## config.mk

```make
export PLATFORM = sky130hd
export DESIGN_NAME = sra_unit
export DESIGN_NICKNAME = d
export VERILOG_FILES = /design/src/rtl/sra_pkg.sv /design/src/rtl/sra_shift_alu.sv /design/src/rtl/sra_cycle_table.sv /design/src/rtl/sra_prefix_parser.sv /design/src/rtl/sra_unit.sv
export SDC_FILE = /design/constraint.sdc
export NUM_CORES = 1
export LEC_CHECK = 0
export BUFFER_PORTS_ARGS = -buffer_cell sky130_fd_sc_hd__buf_2
export CORE_ASPECT_RATIO = 0.6
export CORE_MARGIN = 1
export CORE_UTILIZATION = 50
export CTS_BUF_LIST = sky130_fd_sc_hd__clkbuf_4
export DETAILED_ROUTE_END_ITERATION = 10
export PLACE_DENSITY = 0.88
export RECOVER_POWER = 100
export SYNTH_ARGS = -nofsm -noshare
export SYNTH_HDL_FRONTEND = slang
export SYNTH_HIERARCHICAL = 1
export SYNTH_SLANG_ARGS = --single-unit
export TNS_END_PERCENT = 10
```

## constraint.sdc

```tcl
create_clock -name clk -period 2.5 [get_ports clk]
set_clock_uncertainty 0.1 [all_clocks]
set_input_delay 0.5 -clock clk [delete_from_list [all_inputs] [get_ports clk]]
set_output_delay 0.5 -clock clk [all_outputs]
set_load 0.05 [all_outputs]
```

## src/rtl/sra_pkg.sv

```systemverilog
package sra_pkg;
   typedef enum logic [1:0] {
      OPK_REG = 2'd0,
      OPK_HL  = 2'd1,
      OPK_IDX = 2'd2
   } opnd_kind_t;

   typedef enum logic [2:0] {
      PS_IDLE   = 3'd0,
      PS_SFX    = 3'd1,
      PS_CB     = 3'd2,
      PS_IDX    = 3'd3,
      PS_IDX_CB = 3'd4,
      PS_IDX_D  = 3'd5
   } parse_st_t;

   localparam logic [7:0] BYTE_NARROW = 8'h52;
   localparam logic [7:0] BYTE_WIDE   = 8'h49;
   localparam logic [7:0] BYTE_IX     = 8'hDD;
   localparam logic [7:0] BYTE_IY     = 8'hFD;
   localparam logic [7:0] BYTE_BITOP  = 8'hCB;
   localparam logic [7:0] BYTE_MEMOP  = 8'h2E;
   localparam logic [4:0] SHIFT_GROUP = 5'b00101;
   localparam logic [2:0] RRR_MEM     = 3'b110;
endpackage

```

## src/rtl/sra_shift_alu.sv

```systemverilog
module sra_shift_alu #(
   parameter bit PARITY_CHAIN = 1'b0
) (
   input  logic [7:0] opnd,
   output logic [7:0] res,
   output logic [7:0] flags
);
   logic even_par;

   assign res = {opnd[7], opnd[7:1]};

   generate
      if (PARITY_CHAIN) begin : g_chain
         always_comb begin
            logic acc;
            acc = 1'b1;
            for (int i = 0; i < 8; i++) acc = acc ^ res[i];
            even_par = acc;
         end
      end else begin : g_reduce
         assign even_par = ~(^res);
      end
   endgenerate

   // S Z - H - P/V N C
   assign flags = {res[7], (res == 8'h00), 1'b0, 1'b0, 1'b0, even_par, 1'b0, opnd[0]};
endmodule

```

## src/rtl/sra_cycle_table.sv

```systemverilog
module sra_cycle_table
   import sra_pkg::*;
#(
   parameter int CYC_W       = 4,
   parameter int CYC_REG     = 2,
   parameter int CYC_HL      = 5,
   parameter int CYC_HL_SFX  = 6,
   parameter int CYC_IDX     = 7,
   parameter int CYC_IDX_SFX = 8
) (
   input  opnd_kind_t       kind,
   input  logic             has_sfx,
   output logic [CYC_W-1:0] cycles
);
   localparam int CYC_LIMIT = 1 << CYC_W;

   generate
      if (CYC_REG >= CYC_LIMIT || CYC_HL >= CYC_LIMIT || CYC_HL_SFX >= CYC_LIMIT ||
          CYC_IDX >= CYC_LIMIT || CYC_IDX_SFX >= CYC_LIMIT) begin : g_bad_width
         $error("sra_cycle_table: CYC_W too narrow for cycle counts");
      end
   endgenerate

   always_comb begin
      case (kind)
         OPK_REG: cycles = CYC_W'(CYC_REG);
         OPK_HL:  cycles = has_sfx ? CYC_W'(CYC_HL_SFX) : CYC_W'(CYC_HL);
         OPK_IDX: cycles = has_sfx ? CYC_W'(CYC_IDX_SFX) : CYC_W'(CYC_IDX);
         default: cycles = '0;
      endcase
   end
endmodule

```

## src/rtl/sra_prefix_parser.sv

```systemverilog
module sra_prefix_parser
   import sra_pkg::*;
(
   input  logic        clk,
   input  logic        rst_n,
   input  logic        byte_valid,
   input  logic [7:0]  byte_in,
   input  logic        mode_long,
   output logic        done,
   output logic        illegal,
   output opnd_kind_t  kind,
   output logic [2:0]  reg_code,
   output logic        use_iy,
   output logic [7:0]  disp8,
   output logic        has_sfx,
   output logic        wide
);
   parse_st_t  st_q, st_d;
   logic       sfx_q, sfxw_q, iy_q;
   logic [7:0] d_q;
   logic       fin, bad;
   opnd_kind_t fin_kind;
   logic       is_sfx, is_idx;

   assign is_sfx = (byte_in == BYTE_NARROW) || (byte_in == BYTE_WIDE);
   assign is_idx = (byte_in == BYTE_IX) || (byte_in == BYTE_IY);

   always_comb begin
      st_d     = st_q;
      fin      = 1'b0;
      bad      = 1'b0;
      fin_kind = OPK_REG;
      if (byte_valid) begin
         case (st_q)
            PS_IDLE: begin
               if (is_sfx)                      st_d = PS_SFX;
               else if (is_idx)                 st_d = PS_IDX;
               else if (byte_in == BYTE_BITOP)  st_d = PS_CB;
               else                             bad  = 1'b1;
            end
            PS_SFX: begin
               if (is_idx)                      st_d = PS_IDX;
               else if (byte_in == BYTE_BITOP)  st_d = PS_CB;
               else                             bad  = 1'b1;
            end
            PS_CB: begin
               if (byte_in[7:3] != SHIFT_GROUP) bad = 1'b1;
               else if (byte_in[2:0] == RRR_MEM) begin
                  fin      = 1'b1;
                  fin_kind = OPK_HL;
               end else if (sfx_q) bad = 1'b1;
               else begin
                  fin      = 1'b1;
                  fin_kind = OPK_REG;
               end
            end
            PS_IDX: begin
               if (byte_in == BYTE_BITOP) st_d = PS_IDX_CB;
               else                       bad  = 1'b1;
            end
            PS_IDX_CB: st_d = PS_IDX_D;
            PS_IDX_D: begin
               if (byte_in == BYTE_MEMOP) begin
                  fin      = 1'b1;
                  fin_kind = OPK_IDX;
               end else bad = 1'b1;
            end
            default: bad = 1'b1;
         endcase
      end
      if (fin || bad) st_d = PS_IDLE;
   end

   always_ff @(posedge clk or negedge rst_n) begin
      if (!rst_n) begin
         st_q     <= PS_IDLE;
         sfx_q    <= 1'b0;
         sfxw_q   <= 1'b0;
         iy_q     <= 1'b0;
         d_q      <= '0;
         done     <= 1'b0;
         illegal  <= 1'b0;
         kind     <= OPK_REG;
         reg_code <= '0;
         use_iy   <= 1'b0;
         disp8    <= '0;
         has_sfx  <= 1'b0;
         wide     <= 1'b0;
      end else begin
         st_q    <= st_d;
         done    <= fin;
         illegal <= bad;
         if (byte_valid && st_q == PS_IDLE) begin
            sfx_q  <= is_sfx;
            sfxw_q <= (byte_in == BYTE_WIDE);
         end
         if (byte_valid && (st_q == PS_IDLE || st_q == PS_SFX) && is_idx)
            iy_q <= (byte_in == BYTE_IY);
         if (byte_valid && st_q == PS_IDX_CB)
            d_q <= byte_in;
         if (fin) begin
            kind     <= fin_kind;
            reg_code <= byte_in[2:0];
            use_iy   <= (fin_kind == OPK_IDX) ? iy_q : 1'b0;
            disp8    <= (fin_kind == OPK_IDX) ? d_q : 8'h00;
            has_sfx  <= sfx_q;
            wide     <= sfx_q ? sfxw_q : mode_long;
         end
      end
   end

   p_done_gap_r7: assert property (@(posedge clk) disable iff (!rst_n) done |=> !done);
   p_excl_r7: assert property (@(posedge clk) disable iff (!rst_n) !(done && illegal));
   p_reg_nosfx_r8: assert property (@(posedge clk) disable iff (!rst_n)
      (done && kind == OPK_REG) |-> !has_sfx);
   p_idle_after_r8: assert property (@(posedge clk) disable iff (!rst_n)
      (done || illegal) |-> st_q == PS_IDLE);
   p_hold_r9: assert property (@(posedge clk) disable iff (!rst_n)
      !byte_valid |=> (st_q == $past(st_q)));
endmodule

```

## src/rtl/sra_unit.sv

```systemverilog
module sra_unit
   import sra_pkg::*;
#(
   parameter int DISP_W       = 24,
   parameter int CYC_W        = 4,
   parameter bit PARITY_CHAIN = 1'b0
) (
   input  logic              clk,
   input  logic              rst_n,
   input  logic              byte_valid,
   input  logic [7:0]        byte_in,
   input  logic              mode_long,
   input  logic [7:0]        operand_in,
   output logic              dec_done,
   output logic              dec_illegal,
   output logic [1:0]        dec_kind,
   output logic [2:0]        dec_reg,
   output logic              dec_index_iy,
   output logic [DISP_W-1:0] dec_disp,
   output logic              dec_wide,
   output logic [CYC_W-1:0]  dec_cycles,
   output logic [7:0]        shift_out,
   output logic [7:0]        flags_out
);
   localparam int EXT_W = DISP_W - 8;

   opnd_kind_t kind;
   logic [7:0] disp8;
   logic       has_sfx;

   sra_prefix_parser u_parser (
      .clk        (clk),
      .rst_n      (rst_n),
      .byte_valid (byte_valid),
      .byte_in    (byte_in),
      .mode_long  (mode_long),
      .done       (dec_done),
      .illegal    (dec_illegal),
      .kind       (kind),
      .reg_code   (dec_reg),
      .use_iy     (dec_index_iy),
      .disp8      (disp8),
      .has_sfx    (has_sfx),
      .wide       (dec_wide)
   );

   sra_cycle_table #(.CYC_W(CYC_W)) u_cycles (
      .kind    (kind),
      .has_sfx (has_sfx),
      .cycles  (dec_cycles)
   );

   sra_shift_alu #(.PARITY_CHAIN(PARITY_CHAIN)) u_alu (
      .opnd  (operand_in),
      .res   (shift_out),
      .flags (flags_out)
   );

   assign dec_kind = kind;

   generate
      if (DISP_W < 8) begin : g_bad_disp
         $error("sra_unit: DISP_W must be at least 8");
      end else if (DISP_W == 8) begin : g_disp_same
         assign dec_disp = disp8;
      end else begin : g_disp_ext
         assign dec_disp = {{EXT_W{disp8[7]}}, disp8};
      end
   endgenerate

   p_sign_keep_r1: assert property (@(posedge clk) disable iff (!rst_n)
      shift_out[7] == operand_in[7] && shift_out[0] == operand_in[1]);
   p_carry_r2: assert property (@(posedge clk) disable iff (!rst_n)
      flags_out[0] == operand_in[0] && flags_out[1] == 1'b0 && flags_out[4] == 1'b0);
   p_zero_r2: assert property (@(posedge clk) disable iff (!rst_n)
      flags_out[6] == (operand_in[7:1] == 7'd0));
   p_cyc_reg_r3: assert property (@(posedge clk) disable iff (!rst_n)
      (dec_done && dec_kind == 2'd0) |-> dec_cycles == CYC_W'(2));
   p_disp_zero_r4: assert property (@(posedge clk) disable iff (!rst_n)
      (dec_done && dec_kind != 2'd2) |-> dec_disp == '0);
   p_cyc_idx_r6: assert property (@(posedge clk) disable iff (!rst_n)
      (dec_done && dec_kind == 2'd2) |-> dec_cycles >= CYC_W'(7));
endmodule

```

# Word-level counts from Yosys, hierarchy flattened
# Index checks and enable logic that the tools add are counted.
[word_totals]
romBits = 0
out_inout_bits = 53
regBits = 32
n_memories = 0
ram_bits = 0
latch_bits = 0
input_bits = 20
[classes]
order_cmp = 0
n_reduce_logical = 15
bitwise = 1
n_div = 0
n_addsub = 0
mul = 0
eq_ne = 17
shift = 0
n_mux = 33
[op_table]
columns = ["operator", "n"]
rows = [
  ["$eq 8x8->1 const B", 3],
  ["$mux 3", 6],
  ["$eq 8x7->1 const B", 2],
  ["$mux 1", 16],
  ["$pmux 3 s4", 1],
  ["$pmux 4 s3", 1],
  ["$eq 3x3->1 const B", 3],
  ["$eq 8x6->1 const B", 1],
  ["$logic_not 8->1", 1],
  ["$mux 2", 4],
  ["$mux 8", 1],
  ["$reduce_xor 8->1", 1],
  ["$eq 3x2->1 const B", 2],
  ["$pmux 1 s6", 1],
  ["$ne 5x3->1 const B", 1],
  ["$reduce_bool 5->1", 1],
  ["$eq 2x2->1 const B", 2],
  ["$logic_and 1x1->1", 4],
  ["$logic_or 1x1->1", 4],
  ["$mux 4", 1],
  ["$pmux 2 s2", 1],
  ["$eq 3x1->1 const B", 1],
  ["$logic_not 3->1", 1],
  ["$ne 3x1->1 const B", 1],
  ["6 further kinds", 6],
]

# Logic depth before layout (Yosys ltp)
[depth]
word_depth = 9
mapped_depth = 7
mapped_depth_nobuf = 5

# Hierarchy
# The synthesis kept the hierarchy.
[by_module_without_submodules]
columns = ["module", "area_per_inst_um2", "seq_area_each_um2", "cells_each", "instances"]
rows = [
  ["sra_prefix_parser", 1482.7, 800.8, 122, 1],
  ["sra_shift_alu", 209.0, 0.0, 27, 1],
  ["sra_unit", 120.1, 0.0, 16, 1],
  ["sra_cycle_table", 43.8, 0.0, 7, 1],
]

# Worst setup path before layout
# Ideal clock, no wire load.
[synth_timing]
path_type = "register to output"
start = "register u_parser.kind[0]"
end = "output port dec_cycles[2]"
n_path_buf = 0
stages_incl_launch_ff = 3
path_slack_ps = 324
t_arrival_ps = 1576
required_time_ps = 1900
cell_sequence = "dfrtp_1 nand2b_1 o21ai_1"
[synth_via]
elab_chain_len = 2
word_cells_on_any_way = 4
[synth_lines]
columns = ["item", "line_no", "source"]
rows = [
  ["start, declared", "sra_prefix_parser.sv:11", "output opnd_kind_t kind,"],
  ["start signal, assigned", "sra_prefix_parser.sv:102", "kind <= fin_kind;"],
  ["$eq 2x2->1 (tied with other cells)", "sra_cycle_table.sv:25", "case (kind)"],
  ["$pmux 4 s3 *", "sra_cycle_table.sv:25", ""],
  ["end, declared", "sra_unit.sv:21", "output logic [CYC_W-1:0] dec_cycles,"],
]
# Mark *: on every way between the ends. The rest lies on a longest branch, timed or not.

# Worst setup path after layout
# Ends and elaborated chain as after synthesis.

==> flow_summary_export.csv <==
group,metric,value,unit
critical_path,worst-setup-path-type,"reg2out",
sta,finalSetupTns,0,ns
clock_network,cts_root_buf,"clkbuf_4",
critical_path,worstPathArrival,1.58,ns
place,port_buffers,66,
logic_synthesis,synthCells,172,
sta,fmax,458.1,MHz
sta,worstMarginPinSlew,1.653,ns
floorplanning,die_w,80.65,um
global_routing,grt_max_degree,33,
logic_synthesis,synth_enable_flop_cells,0,
critical_path,cp_slowest_cell,"clkbuf_1",
clock_network,cts_sinks,32,
logic_synthesis,synth-async-reset-ratio,100.0,%
clock_network,tritoncts,"yes",
global_routing,antenna_found_initial,0,
critical_path,crit_family,"buffers and inverters",
sta,setup_viol,0,
final_layout,area_delta_synth_final,7.215,%
global_routing,track_usage,20.65,%
floorplanning,dieArea,3967,um2
clock_network,clkTransAtPathRegs,0.10,ns
clock_network,cts_buffer_depth,2,
sta,rsz0062_at_grt,"no",
final_layout,drive_gt1_share,20.19,%
critical_path,critPathMaxFanout,6,
clock_network,h-tree-depth,2,
critical_path,setup.worst_path.end_class,"output pin",
sta,relSlewSlack,-10.17,%
logic_synthesis,synth_top_area_cell,"dfrtp_1",
floorplanning,rows,16,
detailed_routing,drc,0,
global_routing,grt_pass1_vias,1252,
critical_path,slowest_delay,0.48,ns
logic_synthesis,synth_area,1856,um2
clock_network,ctsHoldBuffers,0,
global_routing,grt_overflow,0,
worst_hold_path,hold_path.class,"in2reg",
clock_network,clock_latency,0.34,ns
detailed_routing,via_per_inst,5.314,
floorplanning,io_pins,73,
floorplanning,core_area,3403,um2
logic_synthesis,netlist_top_cells_area,"dfrtp_1 43%, buf_4 13%, mux2_2 8.5%",
run,drv_cap,1,
critical_path,critPathBufInv,1,
logic_synthesis,yosysSeqAreaShare,43.16,%
power_and_ir_drop,peakVddDrop,0.4151,mV
detailed_routing,routedWlPerCell,14.69,um
detailed_routing,wl,3791,um
floorplanning,fp.dieH,49.19,um
logic_synthesis,ys_types,44,
final_layout,finish.utilization,58.46,%
power_and_ir_drop,leakage,0.9346,nW
sta,drv_slew,33,
detailed_routing,drt-pass1-iter-count,4,
global_routing,grt_pass1_wl,6003,um
detailed_routing,ant_nets,0,
clock_network,postCtsSetupBuffers,0,
place,gp_congestion,0.8862,
final_layout,antenna_cells,0,
place,hpwlAfterDp,2612,um
sta,finalWorstSetupSlack,0.3172,ns
sta,fin_crit_sh,87.31,%
critical_path,path_cells,"nand2b_1 -> o21ai_1 -> clkbuf_1",
logic_synthesis,yosys_warnings,6,
logic_synthesis,avgSynthCellArea,10.79,um2
status,outcome,"finished with violations",
detailed_routing,drtIter0Drc,81,
clock_network,numCtsBuffers,5,
clock_network,cts_resized,0,
floorplanning,initial_core_util,54.52,%
critical_path,startpoint_type,"flop",
place,dp_worst_setup_slack,0.3870,ns
logic_synthesis,synth_ff_type,"dfrtp_1",
critical_path,cp.required,1.90,ns
final_layout,nNetsFinal,235,
sta,hold_viol_final,0,
power_and_ir_drop,p_per_area,718.5,nW/um2
detailed_routing,via_count,1371,
status,violations,"capacitance limit, slew limit",
logic_synthesis,ys_ff_latch,32,
final_layout,nFillCells,321,
logic_synthesis,synth.top_cell.area_share,43.16,%
sta,finalCriticalPeriod,2.183,ns
[layout make-up]
cell class / instances / area, um2 / area share [%]
Clock buffer: 5 / 37.54 / 1.887
Clock inverter: 3 / 42.54 / 2.138
Tap cell: 45 / 56.30 / 2.830
Multi-Input combinational cell: 96 / 740.7 / 37.23
Inverter: 10 / 37.54 / 1.887
Timing Repair Buffer: 67 / 274.0 / 13.77
Sequential cell: 32 / 800.8 / 40.25
[where the power goes]
part | switching, mW | internal, mW
Combinational | 0.208 | 0.137
Clock | 0.191 | 0.208
Sequential | 0.0825 | 0.603
[worst register-to-register path, cell delays in order (launching register included)]
cell	delay, ns
dfrtp_1	0.54
or3b_1	0.45
a21oi_1	0.24
o211ai_4	0.25
mux2_2	0.35
[placed cells by master, fill, tap and decap left out, types with 3 or more instances in the layout]
cell / netlist / routed
clkbuf_4: 0 / 5
ha_1: 3 / 3
buf_2: 2 / 18
conb_1: 1 / 4
nor2_1: 10 / 10
clkbuf_1: 2 / 49
a22o_1: 9 / 9
dfrtp_1: 32 / 32
o21ai_0: 4 / 4
a21oi_1: 6 / 7
nand2_1: 6 / 6
inv_1: 10 / 10
nand3b_1: 3 / 3
mux2_2: 14 / 14
[synth_stat cells (2+ instances only)]
library cell / instances
clkbuf_1: 2
buf_4: 31
nand4bb_1: 2
o21ai_1: 2
nor2_1: 10
ha_1: 3
nand2b_1: 2
buf_2: 2
a21oi_1: 6
o21ai_0: 4
buf_6: 2
nand3b_1: 3
nand3_1: 2
mux2i_1: 2
mux2_2: 14
or3_1: 2
inv_1: 10
and4b_1: 2
a22o_1: 9
nand2_1: 6
a21oi_2: 2
dfrtp_1: 32
[sequential cells by signal, indices dropped and copies added (netlist names)]
| signal | count |
|---|---|
| u_parser/sfx_q | 1 |
| u_parser/iy_q | 1 |
| u_parser/wide | 1 |
| u_parser/illegal | 1 |
| u_parser/st_q | 3 |
| u_parser/done | 1 |
| u_parser/d_q | 8 |
| u_parser/disp8 | 8 |
| u_parser/use_iy | 1 |
| u_parser/reg_code | 3 |
| u_parser/sfxw_q | 1 |
| u_parser/kind | 2 |
| u_parser/has_sfx | 1 |
[stage by stage]
stage | cells | hold WS (ns) | power [mW] | area [um2]
finish | 258 | 0.3381 | 1.429 | 1989
global route | 258 | 0.3231 | 1.508 | 1989
CTS | 258 | 0.09920 | 1.448 | 2068
detailed placement | 250 | 0.3765 | 1.044 | 1988
global placement | 250 | 0.3682 | 1.028 | 1988
floorplan | 175 | 0.1044 | 0.9844 | 1867
[path summary, 6_finish.rpt]
check                                      start              endpoint  slack [ns]  depth (start not counted)
max in group asynchronous                  rst_n     u_parser/disp8[2]        0.88                          1
worst min register to register   u_parser/d_q[6]     u_parser/disp8[6]        0.39                          1
worst min-delay path                  byte_in[6]       u_parser/d_q[6]        0.34                          2
min in group asynchronous                  rst_n       u_parser/d_q[5]        0.46                          1
worst max register to register  u_parser/st_q[0]  u_parser/reg_code[1]        0.45                          4
worst max-delay path            u_parser/kind[0]         dec_cycles[2]        0.32                          3
[logic make-up (layout without fill, tap and decap cells)]
kind of cell	after synthesis	count (layout)	synth area share [%]
and+or+nand+nor	37	37	12.34
buffers and inverters	47	85	16.72
other	1	4	0.2021
adders and majority gates	3	3	2.023
AOI/OAI and AO/OA	35	35	14.77
DFF	32	32	43.16
muxes	16	16	9.575
xor gates and xnor gates	1	1	1.214
[metal layers]
layer	track usage, %	wire length [um]	vias up
li1	-	-	655
met1	28.74	1758	659
met2	29.94	1734	50
met3	6.729	255	7
met4	7.440	42	0
met5	0	0	-
(Power assumes the default switching activity.)
